`src/rtl/i2c_byte_master.sv`:
```
module i2c_byte_master #(
  parameter int DIV_W = 8
) (
  input  logic       clk,
  input  logic       rst_n,
  input  logic       bus_wr,
  input  logic [1:0] bus_addr,
  input  logic [7:0] bus_wdata,
  output logic [7:0] bus_rdata,
  output logic       irq,
  output logic       scl_oe,
  output logic       sda_oe,
  input  logic       sda_in
);
  localparam logic [2:0] S_IDLE = 3'd0, S_START = 3'd1, S_BIT = 3'd2,
                         S_HOLD = 3'd3, S_STOP = 3'd4;
  localparam logic [3:0] ACK_IDX = 4'd8;

  logic [2:0]       state;
  logic [1:0]       ph;
  logic [3:0]       bitn;
  logic [DIV_W-1:0] div, cnt;
  logic [7:0]       shreg;
  logic [1:0]       par;
  logic             rx_en, mode, start_f, stop_f, irq_r, scl_r, sda_r;

  wire run      = (state == S_START) || (state == S_BIT) || (state == S_STOP);
  wire tick     = run && (cnt == div);
  wire wr_ctrl  = bus_wr && (bus_addr == 2'd0);
  wire wr_buf   = bus_wr && (bus_addr == 2'd1);
  wire wr_div   = bus_wr && (bus_addr == 2'd2);
  wire has_ack  = par[1];
  wire last_bit = has_ack ? (bitn == ACK_IDX) : (bitn == 4'd7);
  wire out_bit  = (bitn == ACK_IDX) ? par[0] : shreg[7];

  assign irq    = irq_r;
  assign scl_oe = scl_r;
  assign sda_oe = sda_r;

  always_comb begin
    case (bus_addr)
      2'd0:    bus_rdata = {1'b0, run, stop_f, start_f, par, mode, rx_en};
      2'd1:    bus_rdata = shreg;
      2'd2:    bus_rdata = 8'(div);
      default: bus_rdata = 8'h00;
    endcase
  end

  always_ff @(posedge clk or negedge rst_n) begin
    if (!rst_n) begin
      state   <= S_IDLE;
      ph      <= '0;
      bitn    <= '0;
      div     <= '0;
      cnt     <= '0;
      shreg   <= '0;
      par     <= '0;
      rx_en   <= 1'b0;
      mode    <= 1'b0;
      start_f <= 1'b0;
      stop_f  <= 1'b0;
      irq_r   <= 1'b0;
      scl_r   <= 1'b0;
      sda_r   <= 1'b0;
    end else begin
      irq_r <= 1'b0;
      cnt   <= (tick || !run) ? '0 : cnt + 1'b1;
      if (wr_div) div <= DIV_W'(bus_wdata);
      if (wr_ctrl) begin
        rx_en <= bus_wdata[0];
        mode  <= bus_wdata[1];
        par   <= bus_wdata[3:2];
      end
      case (state)
        S_IDLE: begin
          if (wr_buf && mode) begin
            shreg <= bus_wdata;
            state <= S_START;
            ph    <= '0;
          end
        end
        S_START: begin
          if (tick) begin
            ph <= ph + 1'b1;
            case (ph)
              2'd0: begin
                sda_r   <= 1'b1;
                start_f <= 1'b1;
                stop_f  <= 1'b0;
              end
              2'd2: scl_r <= 1'b1;
              2'd3: begin
                state <= S_BIT;
                bitn  <= '0;
              end
              default: ;
            endcase
          end
        end
        S_BIT: begin
          if (tick) begin
            ph <= ph + 1'b1;
            case (ph)
              2'd1: sda_r <= ~out_bit;
              2'd2: scl_r <= 1'b0;
              2'd3: begin
                scl_r <= 1'b1;
                if (bitn != ACK_IDX)
                  shreg <= {shreg[6:0], rx_en ? sda_in : shreg[7]};
                if (last_bit) begin
                  irq_r <= 1'b1;
                  state <= mode ? S_HOLD : S_STOP;
                end else begin
                  bitn <= bitn + 1'b1;
                end
              end
              default: ;
            endcase
          end
        end
        S_HOLD: begin
          if (wr_buf) begin
            shreg <= bus_wdata;
            state <= S_BIT;
            bitn  <= '0;
            ph    <= '0;
          end else if (!mode) begin
            state <= S_STOP;
            ph    <= '0;
          end
        end
        S_STOP: begin
          if (tick) begin
            ph <= ph + 1'b1;
            case (ph)
              2'd0: sda_r <= 1'b1;
              2'd1: scl_r <= 1'b0;
              2'd2: begin
                sda_r   <= 1'b0;
                stop_f  <= 1'b1;
                start_f <= 1'b0;
                rx_en   <= 1'b0;
              end
              default: state <= S_IDLE;
            endcase
          end
        end
        default: state <= S_IDLE;
      endcase
    end
  end
endmodule


```
`config.mk`:
```
export PLATFORM = sky130hd
export DESIGN_NAME = i2c_byte_master
export DESIGN_NICKNAME = d
export VERILOG_FILES = /design/src/rtl/i2c_byte_master.sv
export SDC_FILE = /design/constraint.sdc
export NUM_CORES = 1
export LEC_CHECK = 0
export ABC_CLOCK_PERIOD_IN_PS = 1980
export BUFFER_PORTS_ARGS = -buffer_cell sky130_fd_sc_hd__buf_2
export CORE_MARGIN = 10
export CORE_UTILIZATION = 53
export CTS_CLUSTER_DIAMETER = 120
export DETAILED_ROUTE_END_ITERATION = 6
export PLACE_DENSITY_LB_ADDON = 0.3
export SLEW_MARGIN = 20
export SYNTH_ARGS = -nofsm -noshare
export SYNTH_HDL_FRONTEND = slang
export SYNTH_SLANG_ARGS = --single-unit
```
`constraint.sdc`:
```
create_clock -name clk -period 1.98 [get_ports clk]
set_clock_uncertainty 0.15 [all_clocks]
set_input_delay 0 -clock clk [delete_from_list [all_inputs] [get_ports clk]]
set_output_delay 0 -clock clk [all_outputs]
set_load 0.05 [all_outputs]
```
## Yosys cells after proc, flatten, opt, wreduce, memory -nomap -nowiden

Index checks and enable logic that the tools add are counted.

- Bits in registers: 42
- Latch bits: 0
- Bits in writable memories: 0
- ROM bits: 0
- Input bits: 14
- Memories: 0

- Add/sub/neg operators: 3
- Multipliers: 0
- Divide/modulo/power cells: 0
- Order comparisons: 0
- Equal/unequal tests: 33
- Shift operators: 0
- Multiplexer cells: 63
- Bitwise logic cells: 1
- Reductions and logical operators: 26

Operators with widths:

| cell | number |
|---|---|
| $mux W8 | 6 |
| $pmux W8 S3 | 2 |
| $mux W3 | 11 |
| $mux W1 | 25 |
| $mux W4 | 6 |
| $reduce_and A7 Y1 | 3 |
| $ne A2 B1 Y1 const B | 9 |
| $ne A2 B2 Y1 const B | 8 |
| $pmux W3 S5 | 1 |
| $pmux W4 S3 | 1 |
| $reduce_bool A3 Y1 | 4 |
| $reduce_and A9 Y1 | 1 |
| $add A8 B1 Y8 const B | 1 |
| $eq A8 B8 Y1 | 1 |
| $mux W2 | 4 |
| $pmux W1 S2 | 4 |
| $eq A2 B2 Y1 const B | 3 |
| $eq A3 B2 Y1 const B | 2 |
| $ne A3 B1 Y1 const B | 2 |
| $pmux W1 S3 | 2 |
| $pmux W2 S3 | 1 |
| $reduce_and A6 Y1 | 1 |
| $reduce_or A3 Y1 | 2 |
| $logic_and A1 B1 Y1 | 5 |
| other kinds (17) | 21 |

## Depth between registers and ports, before layout

Gate-level depths: netlist (run 1).

- Word-level depth: 6
- Depth in mapped cells: 7
- Depth with buffers taken out: 7

## Worst setup path before layout (run 1)

Ideal clock, no wire load.

- Kind: register to output
- From: reg state[2]
- To: out bus_rdata[6]
- Data arrival time: 2.145 ns
- Required time: 1.830 ns
- Path slack: -0.315 ns
- Stages on the path, launching flop included: 7
- Path buffers: 1
- Path through: dfrtp_1 > buf_2 > nor2b_1 > o31ai_2 > nor2_1 > a21oi_1 > o21ai_0

- Word-level cells in the longest chain between the ends: 4
- Elaborated cells between the ends (all ways): 6
- Those cells by class: eq/ne: 3; mux: 1; reduce/logical: 2

Ends and longest elaborated chain:

| element | line | source |
|---|---|---|
| start, declared | 19 | `logic [2:0] state;` |
| start signal, assigned | 112 | `state <= mode ? S_HOLD : S_STOP;` |
| $eq A3 B1 Y1 / $eq A3 B2 Y1 (equally long branches) | 27 | `wire run = (state == S_START) \|\| (state == S_BIT) \|\| (state == S_STOP);` |
| $logic_or A1 B1 Y1 | 27 |  |
| $logic_or A1 B1 Y1 (*) | 27 |  |
| $pmux W8 S3 (*) | 41 | `case (bus_addr)` |
| end, declared | 9 | `output logic [7:0] bus_rdata,` |

Every way passes the cells marked *; elsewhere a longest branch is shown, timed or not.

## Worst setup path in the final report (run 1)

- From: reg ph[0]
- To: reg bitn[2]

- Word-level cells in the longest chain between the ends: 3
- Elaborated cells between the ends (all ways): 4
- Those cells by class: eq/ne: 3; reduce/logical: 1

Ends and longest elaborated chain:

| element | line | source |
|---|---|---|
| start, declared | 20 | `logic [1:0] ph;` |
| start signal, assigned | 84 | `ph <= ph + 1'b1;` |
| start signal, assigned | 102 | `ph <= ph + 1'b1;` |
| start signal, assigned | 134 | `ph <= ph + 1'b1;` |
| $eq A2 B2 Y1 (*) | 85, 103 |  |
| $ne A2 B1 Y1 (no source line) | n/a |  |
| $reduce_and A7 Y1 (no source line) (*) | n/a |  |
| end signal, assigned | 114 | `bitn <= bitn + 1'b1;` |
| end, declared | 21 | `logic [3:0] bitn;` |

Marked as above.
A chain may end at the register's enable or synchronous reset.

==> results.yml, run 1 <==
sta:
  min_period_over_period_pct: 100.2
  rsz0062_at_grt: "yes"
  period_needed_ns: 1.984
  fmax_mhz: 504.0
  setup_ws_ns: -0.004145
  relSlewSlack_pct: 59.26
  drv_slew: 0
  finalHoldViolations: 0
  tightest_slew_ns: 0.6098
  setup_viol: 1
synth:
  synth_cell_types: 55
  syn-num-nets: 281
  syn_inst: 260
  avgSynthCellArea_sq_um: 9.827
  ys_seq_area_share_pct: 41.14
  yosysWarnings: 0
  async_flop_share_pct: 100.0
  synth_enable_flop_cells: 0
  ys_ff_latch: 42
  ys.flop_type: "dfrtp_1"
  netlist_area_sq_um: 2555
power:
  powerDensity_nw_per_um2: 1049
  power_mw: 3.490
  leakage_nw: 1.523
  ir_drop_v: 0.0006261
cells_and_area:
  areaGrowthSynthToFinish_pct: 30.22
  drive_gt1_share_pct: 34.63
  diodes: 0
  final_cell_mix: "buf_4 (44), dfrtp_1 (40), buf_2 (23), nor2_1 (22), nand2_1 (18)"
  fin_area_sq_um: 3327
  mostFrequentLayoutCell: "buf_4"
  nNetsFinal: 355
cts:
  cts_max_path_buffers: 2
  htreeDepth: 2
  cts-root-buf: "clkbuf_8"
  cts_tree: "done"
  cts-buffers-inserted: 5
  clkSinkCount: 42
  clk_latency_ns: 0.30
  clk_pin_slew_ns: 0.09
drt:
  first_pass_iters: 4
  vias: 2301
  antenna_left: 0
  routedWlPerCell_um: 18.25
  first_iter_violations: 238
  detail_route.wirelength_mm: 7.100
  drc_errors: 0
  via_per_inst: 5.915
global_route:
  grt_overflow: 0
  grt_max_degree: 24
  grt_pass1_vias: 2331
  grt_pass1_wl_mm: 11.55
  gr-usage-all-layers_pct: 18.56
  antenna_found_initial: 0
worst_setup_path:
  crit_fanout: 4
  cpPeakStageDelay_ns: 0.40
  cp_cell_sequence: "ha_4 > inv_2 > mux2_2 > o32a_1 > a21o_1 > a221o_1"
  critical_path_buf_inv_count: 1
  rr_worst_depth: 6
  crit_family: "compound AO/OA/AOI/OAI gates"
  crit_type: "register to register"
  worstPathArrival_ns: 2.02
  critPathSlowestCell: "dfrtp_1"
  required_ns: 2.02
  cp-end-kind: "register"
  cp.depth: 6
  critPathLaunchType: "register"
placed_design:
  gp_congestion: 0.9479
  placed_area_sq_um: 3057
  hpwlAfterDp_mm: 5.063
  io_buffer_count: 24
floorplan:
  core_sq_um: 4692
  start_util_pct: 54.45
  rows: 25
  die_w_um: 89.43
  num_io_pins: 25
  die_y_um: 89.43
  die_area_sq_um: 7998
flow_run:
  maxCapViolCount: 0
run_status:
  outcome: "finished, violations left"
  violations: "setup timing"
hold_path:
  min_path_type: "primary input to register"
  hold_depth: 4
[worst reg2reg max path: cells and delay by family (launching register included)]
family                   cells  cell delay (ns)
adder cells (fa/ha/maj)      1             0.16
AO/OA/AOI/OAI                3             0.87
flip-flops                   1             0.40
buffers and inverters        1             0.05
multiplexers                 1             0.26
[metal layers]
layer / share of wire (%) / vias up / GRT usage (%)
met5: 0 / - / 0
met3: 6.2 / 15 / 3.737
met2: 48 / 90 / 30.83
met4: 2.0 / 0 / 5.780
met1: 44 / 1105 / 23.55
li1: - / 1091 / -
[timing repair]
action / 4_1_cts / 5_1_grt
setup endpoints to repair: 7 / 19
cloned: 0 / 0
pin swaps: 4 / 2
hold buffers: 9 / 0
hold endpoints to repair: 62 / 0
setup buffers: 1 / 1
resized for setup: 10 / 8
[layout make-up]
type / count / area (sq um)
tap: 54 / 67.56
clock inverter: 2 / 37.54
clock buffer: 6 / 72.57
sequential: 42 / 1054
fill: 359 / 1365
timing repair buffer: 80 / 598.1
inverter: 8 / 30.03
multi-input combinational: 197 / 1468
[sequential cells by signal (all words and copies together), names as in the netlist]
register	flops
bitn	4
cnt	8
div	8
irq	1
mode	1
par	2
ph	2
rx_en	1
scl_oe	1
sda_oe	1
shreg	8
start_f	1
state	3
stop_f	1
[cell usage after synthesis, types with 2 or more instances]
master    count  area share, %
dfrtp_1      42             41
nor2_1       22            3.2
nand2_1      19            2.8
o21ai_0      17            3.3
o22a_1       16            5.5
mux2_2       15            6.6
xor2_1       13            4.5
a21oi_1      11            2.2
inv_1         8            1.2
mux2i_1       8            3.1
nand3_1       8            1.6
buf_2         7            1.4
ha_1          7            3.4
nor2b_1       6            1.5
a21o_1        4            1.2
a31oi_1       4           0.98
and3_1        4           0.98
clkbuf_1      4           0.59
or3_1         3           0.73
nand2b_1      2           0.49
nand4_1       2           0.49
nor4_1        2           0.49
nor4_2        2           0.98
o211ai_1      2           0.59
or2_2         2           0.49
[report_power, final]
group	internal (mW)	total (mW)	switching (mW)	leakage, nW
logic	0.704	1.55	0.851	0.940
clock network	0.377	0.688	0.312	0.0514
registers	1.06	1.25	0.190	0.531
total	2.14	3.49	1.35	1.52
[path summary, 6_finish.rpt]
kind | startpoint | to | slack (ns)
worst min register to register | scl_oe | scl_oe | 0.33
worst max register to register | ph[0] | bitn[2] | -0.004
max in group asynchronous | rst_n | state[2] | 1.11
worst max-delay path | ph[0] | bitn[2] | -0.004
worst min-delay path | sda_in | shreg[0] | 0.03
min in group asynchronous | rst_n | shreg[7] | 0.05
[metrics by stage]
stage | util, % | instances | setup slack (ns) | hold slack (ns) | setup TNS [ns]
2_1_floorplan | - | 260 | 0.001260 | -0.4456 | 0
3_3_place_gp | 65.15 | 370 | -0.06324 | -0.1713 | -0.09402
3_5_place_dp | 65.15 | 370 | -0.09295 | -0.1552 | -0.1732
4_1_cts | 69.95 | 388 | -0.008286 | 0.02296 | -0.008286
5_1_grt | 70.91 | 389 | -0.1111 | 0.05226 | -0.7438
6_report | 70.91 | 389 | -0.004145 | 0.02767 | -0.004145
[logic make-up after synthesis]
| kind of cell | count (synthesis) | share of synthesized area [%] |
|---|---|---|
| xor+xnor | 14 | 4.799 |
| buf+inv | 21 | 3.575 |
| flops | 42 | 41.14 |
| fa+ha+maj | 7 | 3.428 |
| mux | 24 | 10.19 |
| simple gates | 85 | 18.66 |
| compound gates | 67 | 18.22 |
No activity file was read; power rests on OpenSTA's default activity.
==> run 2: changes to the inputs <==
--- a/config.mk
+++ b/config.mk
@@ -9,6 +9,7 @@
 export BUFFER_PORTS_ARGS = -buffer_cell sky130_fd_sc_hd__buf_2
 export CORE_MARGIN = 10
 export CORE_UTILIZATION = 53
+export CTS_BUF_LIST = sky130_fd_sc_hd__clkbuf_16
 export CTS_CLUSTER_DIAMETER = 120
 export DETAILED_ROUTE_END_ITERATION = 6
 export PLACE_DENSITY_LB_ADDON = 0.3
@@ -16,3 +17,4 @@
 export SYNTH_ARGS = -nofsm -noshare
 export SYNTH_HDL_FRONTEND = slang
 export SYNTH_SLANG_ARGS = --single-unit
+export TNS_END_PERCENT = 10
==> results.yml, run 2 (synthesis gave the netlist of run 1 again) <==
floorplan:
  die_w_um: 89.43
  die_y_um: 89.43
  die_area_sq_um: 7998
  start_util_pct: 54.45
  rows: 25
  core_sq_um: 4692
  num_io_pins: 25
cts:
  cts_tree: "done"
  clk_latency_ns: 0.29
  clkSinkCount: 42
  cts-buffers-inserted: 5
  cts_max_path_buffers: 2
  htreeDepth: 2
  cts-root-buf: "clkbuf_16"
  clk_pin_slew_ns: 0.07
worst_setup_path:
  worstPathArrival_ns: 2.06
  crit_fanout: 7
  crit_type: "register to register"
  required_ns: 2.01
  cp-end-kind: "register"
  critPathLaunchType: "register"
drt:
  vias: 2405
  top_layer: "met4"
  met2_length_mm: 3.619
  first_pass_iters: 5
  detail_route.wirelength_mm: 7.145
  via_per_inst: 6.028
  antenna_left: 0
  drc_errors: 0
  routedWlPerCell_um: 17.91
  met3_length_um: 382
  wl_met1_mm: 3.049
  first_iter_violations: 166
sta:
  holdWs_ns: 0.03140
  tightest_slew_ns: 0.6670
  fin_tns_setup_ns: -0.1086
  relSlewSlack_pct: 55.44
  setup_viol: 3
  finalHoldViolations: 0
  rsz0062_at_grt: "yes"
  setup_ws_ns: -0.05430
  fmax_mhz: 491.6
  min_period_over_period_pct: 102.7
  period_needed_ns: 2.034
  drv_slew: 0
run_status:
  outcome: "finished, violations left"
  violations: "setup timing"
global_route:
  grt_pass1_vias: 2304
  grt_overflow: 0
  grt_pass1_wl_mm: 11.29
  antenna_found_initial: 0
  gr-usage-all-layers_pct: 18.38
  grt_max_degree: 43
placed_design:
  placed_area_sq_um: 3077
  io_buffer_count: 24
  gp_congestion: 0.8448
  dp.cells: 376
  hpwlAfterDp_mm: 5.164
  pre_cts_ws_ns: -0.03158
cells_and_area:
  reg.largest.list: "cnt (8), div (8), shreg (8)"
  nNetsFinal: 365
  mostFrequentLayoutCell: "buf_4"
  regArea_sq_um: 1052
  multi_input_area_sq_um: 1469
  final_cell_mix: "buf_4 (52), dfrtp_1 (41), buf_2 (23), nor2_1 (22), nand2_1 (19)"
  areaGrowthSynthToFinish_pct: 34.67
  diodes: 0
  fillers: 320
  drive_gt1_share_pct: 36.23
  fin_area_sq_um: 3441
  finalNonFillerCells: 399
  utilization_pct: 73.33
power:
  leakage_nw: 1.599
  power_mw: 3.682
  powerDensity_nw_per_um2: 1070
  ir_drop_v: 0.0005865
hold_path:
  min_path_type: "primary input to register"
flow_run:
  maxCapViolCount: 0
## run 2: report_power, final
group,leakage (nW),internal (mW),switching [mW]
Clock,0.0704,0.474,0.361
Sequential,0.531,1.06,0.193
Combinational,0.998,0.746,0.850
## run 2: worst max-delay path: stages, from the launching register on
cell,delay [ns]
dfrtp_1,0.43
xor2_1,0.17
nor4_2,0.33
nand2_1,0.12
buf_6,0.16
a21o_4,0.23
a221o_1,0.34
## run 2: path summary, 6_finish.rpt
check	cells after the start	from	slack, ns	end
setup / recovery	6	div[0]	-0.05	bitn[2]
hold / removal	4	bus_addr[0]	0.03	state[0]
setup reg to reg	6	div[0]	-0.05	bitn[2]
hold reg to reg	1	scl_oe	0.33	scl_oe
max in group asynchronous	3	rst_n	1.40	state[2]
min in group asynchronous	3	rst_n	0.07	cnt[3]
## run 2: layout make-up
cell class | instances | area share (%)
repair buffers | 90 | 19.53
multi-input cells | 197 | 42.69
well taps | 54 | 1.964
clock inverters | 3 | 0.7273
clock buffers | 5 | 3.636
inverters | 8 | 0.8727
flip-flops and latches | 42 | 30.58
## run 2: metal layers
| metal | vias to the layer above | global-route usage [%] |
|---|---|---|
| met2 | 92 | 31.42 |
| met3 | 9 | 3.191 |
| met1 | 1191 | 23.00 |
| li1 | 1113 | - |
| met5 | - | 0 |
| met4 | 0 | 5.491 |
## run 2: timing repair
item,4_1_cts,5_1_grt
endpoints found under the hold margin,62,0
pin swaps,5,13
endpoints found under the setup margin,3,11
gates resized for setup,9,12
buffers inserted,4,2
hold buffers,9,0
==> run 3: changes to the inputs <==
--- a/config.mk
+++ b/config.mk
@@ -7,8 +7,10 @@
 export LEC_CHECK = 0
 export ABC_CLOCK_PERIOD_IN_PS = 1980
 export BUFFER_PORTS_ARGS = -buffer_cell sky130_fd_sc_hd__buf_2
+export CELL_PAD_IN_SITES_DETAIL_PLACEMENT = 1
+export CELL_PAD_IN_SITES_GLOBAL_PLACEMENT = 1
 export CORE_MARGIN = 10
-export CORE_UTILIZATION = 53
+export CORE_UTILIZATION = 42
 export CTS_BUF_LIST = sky130_fd_sc_hd__clkbuf_16
 export CTS_CLUSTER_DIAMETER = 120
 export DETAILED_ROUTE_END_ITERATION = 6
==> results.yml, run 3 (synthesis gave the netlist of run 1 again) <==
run_status:
  outcome: "finished, violations left"
  violations: "setup timing"
sta:
  period_needed_ns: 2.013
  setup_viol: 4
  setup_ws_ns: -0.03287
  min_period_over_period_pct: 101.7
  drv_slew: 0
  finalHoldViolations: 0
  fmax_mhz: 496.8
  relSlewSlack_pct: 62.71
  fin_tns_setup_ns: -0.05688
  tightest_slew_ns: 0.5593
  rsz0062_at_grt: "yes"
cells_and_area:
  diodes: 0
  drive_gt1_share_pct: 36.76
  fin_area_sq_um: 3417
  areaGrowthSynthToFinish_pct: 33.74
  reg.largest.list: "cnt (8), div (8), shreg (8)"
  nNetsFinal: 360
  mostFrequentLayoutCell: "buf_4"
  final_cell_mix: "buf_4 (50), dfrtp_1 (40), buf_2 (23), nor2_1 (21), nand2_1 (19)"
placed_design:
  gp_congestion: 0.8610
  placed_area_sq_um: 3068
  io_buffer_count: 24
  hpwlAfterDp_mm: 5.753
hold_path:
  hp-start: "bus_addr[0]"
  min_path_type: "primary input to register"
worst_setup_path:
  crit_type: "register to register"
  critPathSlowestCell: "dfrtp_1"
  worstPathArrival_ns: 2.03
  cp_cell_sequence: "xor2_1 > nor4_2 > nand2_1 > buf_6 > a21o_1 > a221o_1"
  cp-end-kind: "register"
  critPathLaunchType: "register"
  cpPeakStageDelay_ns: 0.41
  regToRegEndpoint: "bitn[2]"
  rr_worst_depth: 6
  crit_fanout: 7
  critical_path_buf_inv_count: 1
  r2r_start: "cnt[1]"
  cp.depth: 6
  endpoint: "bitn[2]"
  required_ns: 2.00
  startpoint: "cnt[1]"
  rrSetupSlack_ns: -0.03
  crit_family: "compound AO/OA/AOI/OAI gates"
cts:
  htreeDepth: 2
  cts-buffers-inserted: 5
  clk_latency_ns: 0.29
  clk_pin_slew_ns: 0.07
  cts_max_path_buffers: 2
  cts_tree: "done"
  clkSinkCount: 42
  cts-root-buf: "clkbuf_16"
drt:
  met2_length_mm: 4.120
  vias: 2362
  first_iter_violations: 107
  antenna_left: 0
  detail_route.wirelength_mm: 8.313
  met3_length_um: 346
  via_per_inst: 5.692
  wl_met1_mm: 3.676
  drc_errors: 0
  first_pass_iters: 4
  routedWlPerCell_um: 20.03
  top_layer: "met4"
floorplan:
  start_util_pct: 43.15
  num_io_pins: 25
  die_area_sq_um: 9603
  core_sq_um: 5921
  rows: 28
  die_w_um: 98.00
  die_y_um: 98.00
global_route:
  grt_overflow: 0
  grt_max_degree: 43
  antenna_found_initial: 0
  grt_pass1_wl_mm: 13.83
  gr-usage-all-layers_pct: 17.26
  grt_pass1_vias: 2572
power:
  powerDensity_nw_per_um2: 1072
  ir_drop_v: 0.0006889
  leakage_nw: 1.576
flow_run:
  maxCapViolCount: 0
run 3: per-layer routing:
layer | vias to the layer above | GRT usage (%)
met5 | - | 0
met4 | 0 | 5.928
met3 | 14 | 4.228
met2 | 49 | 28.68
met1 | 1193 | 21.19
li1 | 1106 | -
run 3: worst min-delay path by stage:
stage	slack [ns]	depth (start not counted)	to
after global placement	-0.03	2	cnt[6]
after CTS	0.03	4	state[0]
after detailed placement	-0.04	2	cnt[6]
after floorplan	-0.45	0	bitn[0]
final	0.02	4	state[0]
after global routing	0.07	4	shreg[0]
run 3: area by class of cell:
cell class / count / area, sq um
Clock buffer: 5 / 125.1
Sequential cell: 42 / 1054
Multi-Input combinational cell: 197 / 1483
Tap cell: 75 / 93.84
Inverter: 8 / 30.03
Clock inverter: 3 / 17.52
Timing Repair Buffer: 85 / 614.3
Fill cell: 681 / 2504
run 3: per-stage QoR:
step           setup WS [ns]  total power [mW]  utilization, %  hold WS (ns)  cells
6_report            -0.03287             3.664           57.71       0.02471    415
5_1_grt              -0.1211             3.880           57.71       0.06712    415
4_1_cts             -0.02411             3.592           56.30       0.02774    412
3_5_place_dp        -0.04096             2.729           51.82      -0.03923    394
3_3_place_gp       -0.002837             2.681           51.82      -0.03274    394
2_1_floorplan       -0.07834             2.137               -       -0.4456    260
run 3: repair_timing:
item / in CTS / in global routing
setup buffers: 1 / 3
hold endpoints to repair: 62 / 0
hold buffers: 9 / 0
resized for setup: 10 / 18
setup endpoints to repair: 7 / 31
pin swaps: 6 / 14
run 3: worst reg2reg max path, stage by stage, from the launching register on:
cell	delay [ns]
dfrtp_1	0.41
xor2_1	0.16
nor4_2	0.36
nand2_1	0.13
buf_6	0.16
a21o_1	0.20
a221o_1	0.33
run 3: power breakdown:
| part | internal [mW] | total, mW | switching, mW |
|---|---|---|---|
| Combinational | 0.710 | 1.59 | 0.877 |
| Clock | 0.463 | 0.814 | 0.351 |
| Sequential | 1.06 | 1.26 | 0.204 |
